[src/rtl/pfd_pkg.sv]
// Shared types for the phase-frequency detector model.
package pfd_pkg;

    // Charge-pump request pair.
    typedef struct packed {
        logic up;
        logic dn;
    } pump_req_t;

endpackage

[src/rtl/pfd_edge_sync.sv]
// Synchronizes an asynchronous slow clock into the sample domain and flags
// its rising edges. Assumes the input stays high and low for at least two
// sample cycles each. Latency: raw edge to rise_o is STAGES sample edges.
module pfd_edge_sync #(
    parameter int STAGES = 2
) (
    input  logic clk,
    input  logic rst_n,
    input  logic async_i,
    output logic rise_o
);
    logic [STAGES-1:0] sync_q;
    logic              prev_q;

    // Shift the raw input through the synchronizer chain.
    always_ff @(posedge clk) begin
        if (!rst_n) begin
            sync_q <= '0;
        end else begin
            sync_q <= {sync_q[STAGES-2:0], async_i};
        end
    end

    // Remember the last synchronized level for edge detection.
    always_ff @(posedge clk) begin
        if (!rst_n) begin
            prev_q <= 1'b0;
        end else begin
            prev_q <= sync_q[STAGES-1];
        end
    end

    assign rise_o = sync_q[STAGES-1] & ~prev_q;

    // A detected edge cannot be followed by another on the next cycle.
    p_single_rise_r2: assert property (@(posedge clk) disable iff (!rst_n)
        rise_o |=> !rise_o);

endmodule

[src/rtl/pfd_tap_delay.sv]
// Delays a single-cycle pulse by DEPTH sample cycles. Assumes pulses come
// from an edge detector; overlapping pulses are simply shifted along.
module pfd_tap_delay #(
    parameter int DEPTH = 8
) (
    input  logic clk,
    input  logic rst_n,
    input  logic pulse_i,
    output logic pulse_o
);
    logic [DEPTH-1:0] tap_q;

    generate
        if (DEPTH == 1) begin : g_one
            // Single register stage.
            always_ff @(posedge clk) begin
                if (!rst_n) tap_q <= '0;
                else        tap_q <= pulse_i;
            end
        end else begin : g_many
            // Shift register of DEPTH stages.
            always_ff @(posedge clk) begin
                if (!rst_n) tap_q <= '0;
                else        tap_q <= {tap_q[DEPTH-2:0], pulse_i};
            end
        end
    endgenerate

    assign pulse_o = tap_q[DEPTH-1];

endmodule

[src/rtl/pfd_core.sv]
// Three-state request logic: reference edges set UP, feedback edges set DN,
// and the state where both would be set resets to idle in the same cycle.
// Assumes edge inputs are single-cycle pulses in the sample domain.
module pfd_core
    import pfd_pkg::*;
(
    input  logic      clk,
    input  logic      rst_n,
    input  logic      ref_rise_i,
    input  logic      fb_rise_i,
    output pump_req_t req_o
);
    pump_req_t req_q;
    pump_req_t req_d;

    // Set on edges, collapse to idle when both sides are requested.
    always_comb begin
        req_d.up = req_q.up | ref_rise_i;
        req_d.dn = req_q.dn | fb_rise_i;
        if (req_d.up && req_d.dn) begin
            req_d = '0;
        end
    end

    // Register the request state.
    always_ff @(posedge clk) begin
        if (!rst_n) req_q <= '0;
        else        req_q <= req_d;
    end

    assign req_o = req_q;

    // A lone reference edge with no pending DN raises UP.
    p_up_sets_r3: assert property (@(posedge clk) disable iff (!rst_n)
        (ref_rise_i && !fb_rise_i && !req_q.dn) |=> req_q.up);

    // A feedback edge while UP is pending ends the pulse without a DN pulse.
    p_up_clears_r4: assert property (@(posedge clk) disable iff (!rst_n)
        (req_q.up && fb_rise_i) |=> (!req_q.up && !req_q.dn));

    // UP holds without a feedback edge.
    p_up_holds_r3: assert property (@(posedge clk) disable iff (!rst_n)
        (req_q.up && !fb_rise_i) |=> req_q.up);

endmodule

[src/rtl/pfd_lock_mon.sv]
// Sampled phase-frequency detector with two lead flags. The reference-side
// flag samples UP DELAY_T cycles after each reference edge; the feedback-side
// flag samples DN at each feedback edge. Assumes clk is several times faster
// than both inputs and DELAY_T exceeds locked pulse widths.
module pfd_lock_mon
    import pfd_pkg::*;
#(
    parameter int SYNC_STAGES = 2,
    parameter int DELAY_T     = 8
) (
    input  logic clk,
    input  logic rst_n,
    input  logic ref_clk_i,
    input  logic fb_clk_i,
    output logic up_o,
    output logic dn_o,
    output logic ref_lead_o,
    output logic fb_lead_o
);
    logic      ref_rise;
    logic      fb_rise;
    logic      ref_late;
    pump_req_t req;
    logic      ref_lead_q;
    logic      fb_lead_q;

    pfd_edge_sync #(.STAGES(SYNC_STAGES)) u_ref_sync (
        .clk(clk), .rst_n(rst_n), .async_i(ref_clk_i), .rise_o(ref_rise));

    pfd_edge_sync #(.STAGES(SYNC_STAGES)) u_fb_sync (
        .clk(clk), .rst_n(rst_n), .async_i(fb_clk_i), .rise_o(fb_rise));

    pfd_core u_core (
        .clk(clk), .rst_n(rst_n), .ref_rise_i(ref_rise), .fb_rise_i(fb_rise),
        .req_o(req));

    pfd_tap_delay #(.DEPTH(DELAY_T)) u_ref_delay (
        .clk(clk), .rst_n(rst_n), .pulse_i(ref_rise), .pulse_o(ref_late));

    // Capture DN at each feedback edge.
    always_ff @(posedge clk) begin
        if (!rst_n)       fb_lead_q <= 1'b0;
        else if (fb_rise) fb_lead_q <= req.dn;
    end

    // Capture UP one sensitivity window after each reference edge.
    always_ff @(posedge clk) begin
        if (!rst_n)        ref_lead_q <= 1'b0;
        else if (ref_late) ref_lead_q <= req.up;
    end

    assign up_o       = req.up;
    assign dn_o       = req.dn;
    assign ref_lead_o = ref_lead_q;
    assign fb_lead_o  = fb_lead_q;

    // Requests are mutually exclusive.
    p_req_exclusive_r4: assert property (@(posedge clk) disable iff (!rst_n)
        !(up_o && dn_o));

    // Feedback flag follows the pre-edge DN value.
    p_fb_capture_r5: assert property (@(posedge clk) disable iff (!rst_n)
        fb_rise |=> (fb_lead_o == $past(dn_o)));

    // Reference flag follows UP at the delayed capture.
    p_ref_capture_r6: assert property (@(posedge clk) disable iff (!rst_n)
        ref_late |=> (ref_lead_o == $past(up_o)));

    // Flags are stable between their capture events.
    p_fb_hold_r7: assert property (@(posedge clk) disable iff (!rst_n)
        !fb_rise |=> $stable(fb_lead_o));

    p_ref_hold_r7: assert property (@(posedge clk) disable iff (!rst_n)
        !ref_late |=> $stable(ref_lead_o));

endmodule

[config.mk]
export PLATFORM = sky130hd
export DESIGN_NAME = pfd_lock_mon
export DESIGN_NICKNAME = d
export VERILOG_FILES = /design/src/rtl/pfd_pkg.sv /design/src/rtl/pfd_edge_sync.sv /design/src/rtl/pfd_tap_delay.sv /design/src/rtl/pfd_core.sv /design/src/rtl/pfd_lock_mon.sv
export SDC_FILE = /design/constraint.sdc
export NUM_CORES = 1
export LEC_CHECK = 0
export BUFFER_PORTS_ARGS = -buffer_cell sky130_fd_sc_hd__buf_2
export CORE_MARGIN = 10
export CORE_UTILIZATION = 35
export CTS_CLUSTER_SIZE = 12
export DETAILED_ROUTE_END_ITERATION = 6
export PLACE_DENSITY = 0.55
export SLEW_MARGIN = 25
export SYNTH_ARGS = -nofsm -noshare
export SYNTH_HDL_FRONTEND = slang
export SYNTH_SLANG_ARGS = --single-unit
[constraint.sdc]
create_clock -name clk -period 2 [get_ports clk]
set_input_delay 0.4 -clock clk [delete_from_list [all_inputs] [get_ports clk]]
set_output_delay 0.4 -clock clk [all_outputs]
set_load 0.01 [all_outputs]
======== Word level (Yosys, flattened, before mapping) ========
Cells that the tools add are included.
word-level totals
  output and inout port bits .............. 4
  register bits after elaboration ......... 18
  bits in latches ......................... 0
  input bits .............................. 4
  bits in writable memories ............... 0
  memory bits (read-only) ................. 0
  memories kept ........................... 0
operators by class
  shift-type cells ........................ 0
  eq/ne operators ......................... 0
  divide/modulo/power cells ............... 0
  reductions and logical operators ........ 2
  muxes and demuxes ....................... 0
  add/sub/neg operators ................... 0
  bitwise operators ....................... 7
  order comparisons ....................... 0
  multipliers ............................. 0
operator list
  operator            count
  1-bit NOT           3
  1-bit bitwise AND   2
  1-bit bitwise OR    2
  2-bit OR reduction  1
  1-bit logical AND   1

======== Depth between registers and ports, before layout ========
Gate-level depths: netlist of run 1.
  depth in word-level cells ............... 5
  depth in mapped cells ................... 2
  depth with buffers taken out ............ 2

======== Hierarchy ========
From an unflattened synthesis of run 1, not the netlist that was laid out.
second synthesis, totals
  cell total of the unflattened synthesis .. 42
  area, all modules ....................... 536.8 um^2
modules (own cells, without submodules)
  module         area each (um^2)  cells an instance  times used
  pfd_tap_delay  210.2             16                 1
  pfd_edge_sync  92.6              7                  2
  pfd_lock_mon   72.6              6                  1
  pfd_core       68.8              6                  1

======== Worst setup path before layout of run 1 ========
Ideal clock, no wire load.
  path type ............................... reg2reg
  start ................................... reg u_fb_sync.sync_q[1]
  end ..................................... reg u_core.req_q, in the netlist u_core.req_o[1]
  clock period less this slack ............ 0.833 ns
  cell stages (with the launch flop) ...... 3
  slack ................................... 1.167 ns
  library setup time ...................... 0.100 ns
  data arrival time ....................... 0.733 ns
  data required time ...................... 1.900 ns
  buffers on the path ..................... 0
  cells stage by stage .................... dfxtp_1 > nor2b_2 > a2111oi_4
on the way
  longest elaborated chain between the ends .. 4
ends and longest elaborated chain
  what                          line                 RTL
  start, declared               pfd_edge_sync.sv:12  logic [STAGES-1:0] sync_q;
  start signal, assigned        pfd_edge_sync.sv:20  sync_q <= {sync_q[STAGES-2:0], async_i};
  1-bit bitwise AND             pfd_edge_sync.sv:33  assign rise_o = sync_q[STAGES-1] & ~prev_q;
  1-bit bitwise OR              pfd_core.sv:19       req_d.dn = req_q.dn | fb_rise_i;
  1-bit logical AND             pfd_core.sv:20       if (req_d.up && req_d.dn) begin
  2-bit OR reduction (no line)  -
  end signal, assigned          pfd_core.sv:28       else req_q <= req_d;
  end, declared                 pfd_core.sv:13       pump_req_t req_q;
No other way between the ends.
A chain may end at the register's enable or synchronous reset.

======== Worst setup path in the final report of run 1 ========
  start ................................... reg u_core.req_q, in the netlist u_core.req_o[0]
  end ..................................... out dn_o
RTL lines
  what           line                RTL
  end, declared  pfd_lock_mon.sv:16  output logic dn_o,
No word-level cell between the ends.

==> results.sh, run 1 <==
export IMPL_h_tree_depth=1
export IMPL_clock_fmax_mhz=787
export IMPL_period_minus_slack_ps=1270
export IMPL_cpPeakStageDelay_ps=420
export IMPL_die_y_um=59.9
export IMPL_synth_area_top_cells="dfxtp_1, and2_1, a2111oi_4, and2_2, mux2i_1"
export IMPL_max_slew_margin_rel=0.845
export IMPL_wire_per_inst_um=10.8
export IMPL_hold_violations=0
export IMPL_clock_sinks=18
export IMPL_fin_hold_ws_ps=329
export IMPL_rrSetupSlack_ps=1110
export IMPL_postCtsHoldBufs=0
export IMPL_core_um2=1510
export IMPL_finalCritPeriodShare=0.635
export IMPL_p_per_area_nw_per_um2=948
export IMPL_start_util=0.370
export IMPL_r2r_end="u_core.req_o[1]"
export IMPL_drc=0
export IMPL_outcome="finished, final reports clean"
export IMPL_min_to="u_fb_sync.sync_q[0]"
export IMPL_crit_type="flip-flop to output port"
export IMPL_finalWirelength_um=757
export IMPL_r2r_start="u_fb_sync.sync_q[1]"
export IMPL_syn_instance_count=44
export IMPL_required_ps=1600
export IMPL_worst_ep_arrival_time_ps=870
export IMPL_worst_path_max_fanout=4
export IMPL_drtIter0Drc=2
export IMPL_cts_path_max_buffers=2
export IMPL_maxCapViolCount=0
export IMPL_crit_path_end_kind="output port"
export IMPL_cts_root_buffer="clkbuf_4"
export IMPL_synth_seq_cells=18
export IMPL_grt_setup_unrepaired="false"
export IMPL_portBuffers=7
export IMPL_drtAntennaViolNets=0
export IMPL_diodes=0
export IMPL_setup_viol=0
export IMPL_worstMarginPinSlew_ps=231
export IMPL_num_vias=297
export IMPL_syn_to_final_growth_pct=15.5
export IMPL_ios=8
export IMPL_reg2reg_depth=2
export IMPL_dp_hpwl_um=519
export IMPL_grt_max_degree=18
export IMPL_clock_latency_ps=280
export IMPL_grt_pass1_vias=305
export IMPL_yosysTopAreaCell="dfxtp_1"
export IMPL_p_leak_uw=0.000271
export IMPL_path_delay_family="flip-flops"
export IMPL_crit_path_start_kind="flip-flop"
export IMPL_grt_use_total=0.0480
export IMPL_synth_distinct_cells=14
export IMPL_dp_cells=66
export IMPL_drv_slew=0
export IMPL_final_util=0.428
export IMPL_final_cells=70
export IMPL_gr_total_overflow=0
export IMPL_place_congestion=0.627
export IMPL_hold_class="input pin to flip-flop"
export IMPL_clk_pin_slew_ps=100
export IMPL_firstDrtPassIters=2
export IMPL_cts_buffers=3
export IMPL_vias_per_cell=4.24
export IMPL_hold_start="fb_clk_i"
export IMPL_path_buf_inv=1
export IMPL_cts_tree="built"
export IMPL_synth_seq_area_share=0.646
export IMPL_num_rows=14
export IMPL_cts_resized=0
export IMPL_grt_pass1_wl_mm=1.30
export IMPL_hold_depth=2
export IMPL_fin_skew_ps=1.50
export IMPL_synth_top_area_frac=0.646
export IMPL_die_area_um2=3590
export IMPL_yosysWarnings=0
export IMPL_die_x_um=59.9
export IMPL_power_uw=611
export IMPL_nets=59
export IMPL_netlist_area_um2=558
export IMPL_antenna_found_initial=0
export IMPL_syn_nets=48
export IMPL_setup_tns_ps=0
export IMPL_path_cells="buf_2"
export IMPL_critical_path_slowest_cell="dfxtp_1"
export IMPL_drive_above_1_share=0.333
export IMPL_synth_area_per_cell_um2=12.7
export IMPL_post_cts_buffers=0
export IMPL_ir_worst_vdd_v=0.000475
-- synthesized netlist by cell type --
library cell,n
nor2b_2,1
and2b_1,1
inv_1,1
clkbuf_2,1
inv_2,1
mux2i_1,2
o2111a_1,1
nand2_1,2
nor2_1,1
and2_1,10
dfxtp_1,18
a2111oi_4,1
and2_2,3
nand2b_4,1
-- per-stage QoR --
step           setup slack [ps]  cell area (µm²)
4_1_cts                     714              644
5_1_grt                     677              644
3_5_place_dp                916              608
2_1_floorplan              1170              558
6_report                    729              644
3_3_place_gp                947              608
-- logic make-up after synthesis --
logic type	synth area share
buf+inv	0.0224
compound gates	0.0695
flops	0.646
mux	0.0359
simple gates	0.226
-- layout make-up --
cell class	count	area [µm²]
fillers	148	862
flip-flops and latches	18	360
multi-input cells	23	185
clock buffers	4	36.3
repair buffers	7	35.0
well taps	16	20.0
inverters	2	7.51
-- routing by layer --
layer / vias up / GRT usage / wire, µm
met5: - / 0 / 0
met4: 0 / 0.0288 / 0
met3: 0 / 0.0254 / 52
met2: 6 / 0.0603 / 304
met1: 133 / 0.0618 / 400
li1: 158 / - / -
-- worst max-delay path by stage --
stage	startpoint	end	slack [ps]	cells past startpoint
after floorplan	u_fb_sync.sync_q[1]	u_core.req_o[1]	1170	2
after global placement	rst_n	u_core.req_o[1]	950	3
after detailed placement	rst_n	u_core.req_o[1]	920	3
after CTS	u_core.req_o[0]	dn_o	710	1
after global routing	u_core.req_o[0]	dn_o	680	1
final	u_core.req_o[0]	dn_o	730	1
-- power breakdown --
part / internal, µW / total (µW) / switching [µW] / leakage, µW
combinational: 12.4 / 24.4 / 12.0 / 0.000104
clock: 111 / 216 / 105 / 0.0000210
sequential: 366 / 371 / 4.18 / 0.000146
-- layout by cell type, fill, tap and decap left out --
cell type | Yosys | layout
a2111oi_4 | 1 | 1
nor2_1 | 1 | 1
inv_2 | 1 | 1
and2b_1 | 1 | 1
buf_2 | 0 | 7
dfxtp_1 | 18 | 18
nand2_1 | 2 | 2
clkbuf_4 | 0 | 3
nor2b_2 | 1 | 1
clkbuf_8 | 0 | 1
mux2i_1 | 2 | 2
nand2b_4 | 1 | 1
o2111a_1 | 1 | 1
and2_2 | 3 | 3
and2_1 | 10 | 10
inv_1 | 1 | 1
-- state kept, by name, indices dropped and copies added, names as in the netlist --
signal and count:
u_ref_delay.tap_q 8, u_core.req_o 2, u_fb_sync.sync_q 2, u_ref_sync.sync_q 2
fb_lead_o 1, ref_lead_o 1, u_fb_sync.prev_q 1, u_ref_sync.prev_q 1
Power figures use the tool's default switching activity.
==> run 2, diff against run 1 <==
==> constraint.sdc (replaced) <==
create_clock -name clk -period 1.25 [get_ports clk]
set_input_delay 0.25 -clock clk [delete_from_list [all_inputs] [get_ports clk]]
set_output_delay 0.25 -clock clk [all_outputs]
set_load 0.01 [all_outputs]
==> run 2 against run 1 <==
First-iteration DRC count decreased by 50%. Combinational power grew 59%. Global-route usage shrank 0.17 points. Sequential cell count is the same. Clock power grew 56%. Worst setup slack worse by 590 ps. Routed wire length decreased by 5.2%. Final area did not move. Die area did not move. Worst hold slack lost 140 ps.
==> results.sh, run 2 (synthesis gave the netlist of run 1 again) <==
export IMPL_core_um2=1510
export IMPL_drc=0
export IMPL_largest_register="u_ref_delay.tap_q"
export IMPL_grt_setup_unrepaired="false"
export IMPL_num_vias=303
export IMPL_fin_skew_ps=3.91
export IMPL_path_delay_family="flip-flops"
export IMPL_die_area_um2=3590
export IMPL_r2r_start="u_fb_sync.sync_q[1]"
export IMPL_hold_start="fb_clk_i"
export IMPL_nets=59
export IMPL_period_minus_slack_ps=1120
export IMPL_grt_pass1_vias=292
export IMPL_antenna_found_initial=0
export IMPL_syn_to_final_growth_pct=15.5
export IMPL_place_ws_ps=322
export IMPL_finalWirelength_um=718
export IMPL_clk_pin_slew_ps=100
export IMPL_hold_class="input pin to flip-flop"
export IMPL_diodes=0
export IMPL_crit_path_start_kind="flip-flop"
export IMPL_setup_viol=0
export IMPL_portBuffers=7
export IMPL_ios=8
export IMPL_grt_pass1_wl_mm=1.24
export IMPL_drive_above_1_share=0.333
export IMPL_drtIter0Drc=1
export IMPL_worst_path_max_fanout=4
export IMPL_finalCritPeriodShare=0.892
export IMPL_p_leak_uw=0.000271
export IMPL_die_x_um=59.9
export IMPL_cts_root_buffer="clkbuf_4"
export IMPL_h_tree_depth=1
export IMPL_cts_resized=0
export IMPL_wire_per_inst_um=10.3
export IMPL_die_y_um=59.9
export IMPL_cts_path_max_buffers=2
export IMPL_worstMarginPinSlew_ps=229
export IMPL_num_rows=14
export IMPL_postCtsHoldBufs=0
export IMPL_fin_hold_ws_ps=185
export IMPL_gr_total_overflow=0
export IMPL_worst_ep_arrival_time_ps=870
export IMPL_layout_commonest_cell="dfxtp_1"
export IMPL_vias_per_cell=4.33
export IMPL_cpPeakStageDelay_ps=420
export IMPL_use_met3=0.0297
export IMPL_critical_path_slowest_cell="dfxtp_1"
export IMPL_clock_sinks=18
export IMPL_place_congestion=0.627
export IMPL_maxCapViolCount=0
export IMPL_start_util=0.370
export IMPL_hold_violations=0
export IMPL_outcome="finished, final reports clean"
export IMPL_max_slew_margin_rel=0.847
export IMPL_use_met1=0.0557
export IMPL_path_cells="buf_2"
export IMPL_final_cells=70
export IMPL_setup_tns_ps=0
export IMPL_p_per_area_nw_per_um2=1500
export IMPL_cts_tree="built"
export IMPL_dp_cells=66
export IMPL_largest_reg_flops=8
export IMPL_post_cts_buffers=0
export IMPL_firstDrtPassIters=3
export IMPL_layout_common_cells="dfxtp_1, and2_1, buf_2"
export IMPL_required_ps=1000
export IMPL_crit_type="flip-flop to output port"
export IMPL_clock_latency_ps=280
export IMPL_crit_path_end_kind="output port"
export IMPL_critical_path_startpoint="u_core.req_o[0]"
export IMPL_ir_worst_vdd_v=0.000800
export IMPL_path_buf_inv=1
export IMPL_grt_use_total=0.0463
export IMPL_grtUsageMet2=0.0632
export IMPL_drv_slew=0
export IMPL_setup_slack_ps=135
export IMPL_clock_fmax_mhz=897
export IMPL_drtAntennaViolNets=0
export IMPL_cts_buffers=3
export IMPL_grt_max_degree=18
export IMPL_dp_hpwl_um=531
export IMPL_grt_busiest_layer="met2"
run 2: cell counts in the layout (fill, tap and decap cells not counted):
No cell type changed its count.
run 2: routing by layer:
| layer | wire, µm | up-vias | part of all wire |
|---|---|---|---|
| met3 | 55 | 0 | 0.077 |
| met1 | 362 | 138 | 0.50 |
| met4 | 0 | 0 | 0 |
| met2 | 301 | 6 | 0.42 |
| met5 | 0 | - | 0 |
| li1 | - | 159 | - |
run 2: final timing paths:
| path | slack (ps) | cells past startpoint | end |
|---|---|---|---|
| max | 130 | 1 | dn_o |
| min | 180 | 2 | u_fb_sync.sync_q[0] |
| max reg2reg | 360 | 2 | u_core.req_o[1] |
| min reg2reg | 430 | 1 | u_ref_delay.tap_q[6] |
run 2: report_power, final:
part | internal (µW) | total [µW] | switching, µW | leakage (µW)
registers | 586 | 593 | 6.68 | 0.000146
logic | 19.9 | 38.7 | 18.7 | 0.000104
clock network | 177 | 336 | 160 | 0.0000210
total | 783 | 968 | 185 | 0.000271
run 2: cell type report:
cell class / count / area (µm²)
timing repair buffer: 7 / 35.0
sequential: 18 / 360
clock buffer: 4 / 36.3
inverter: 2 / 7.51
multi-input combinational: 23 / 185
tap: 16 / 20.0
fill: 154 / 862
run 2: metrics by stage:
step / util / total power (µW) / area (µm²)
2_1_floorplan: - / 632 / 558
3_3_place_gp: 0.404 / 646 / 608
5_1_grt: 0.428 / 1020 / 644
6_report: 0.428 / 968 / 644
4_1_cts: 0.428 / 987 / 644
3_5_place_dp: 0.404 / 646 / 608
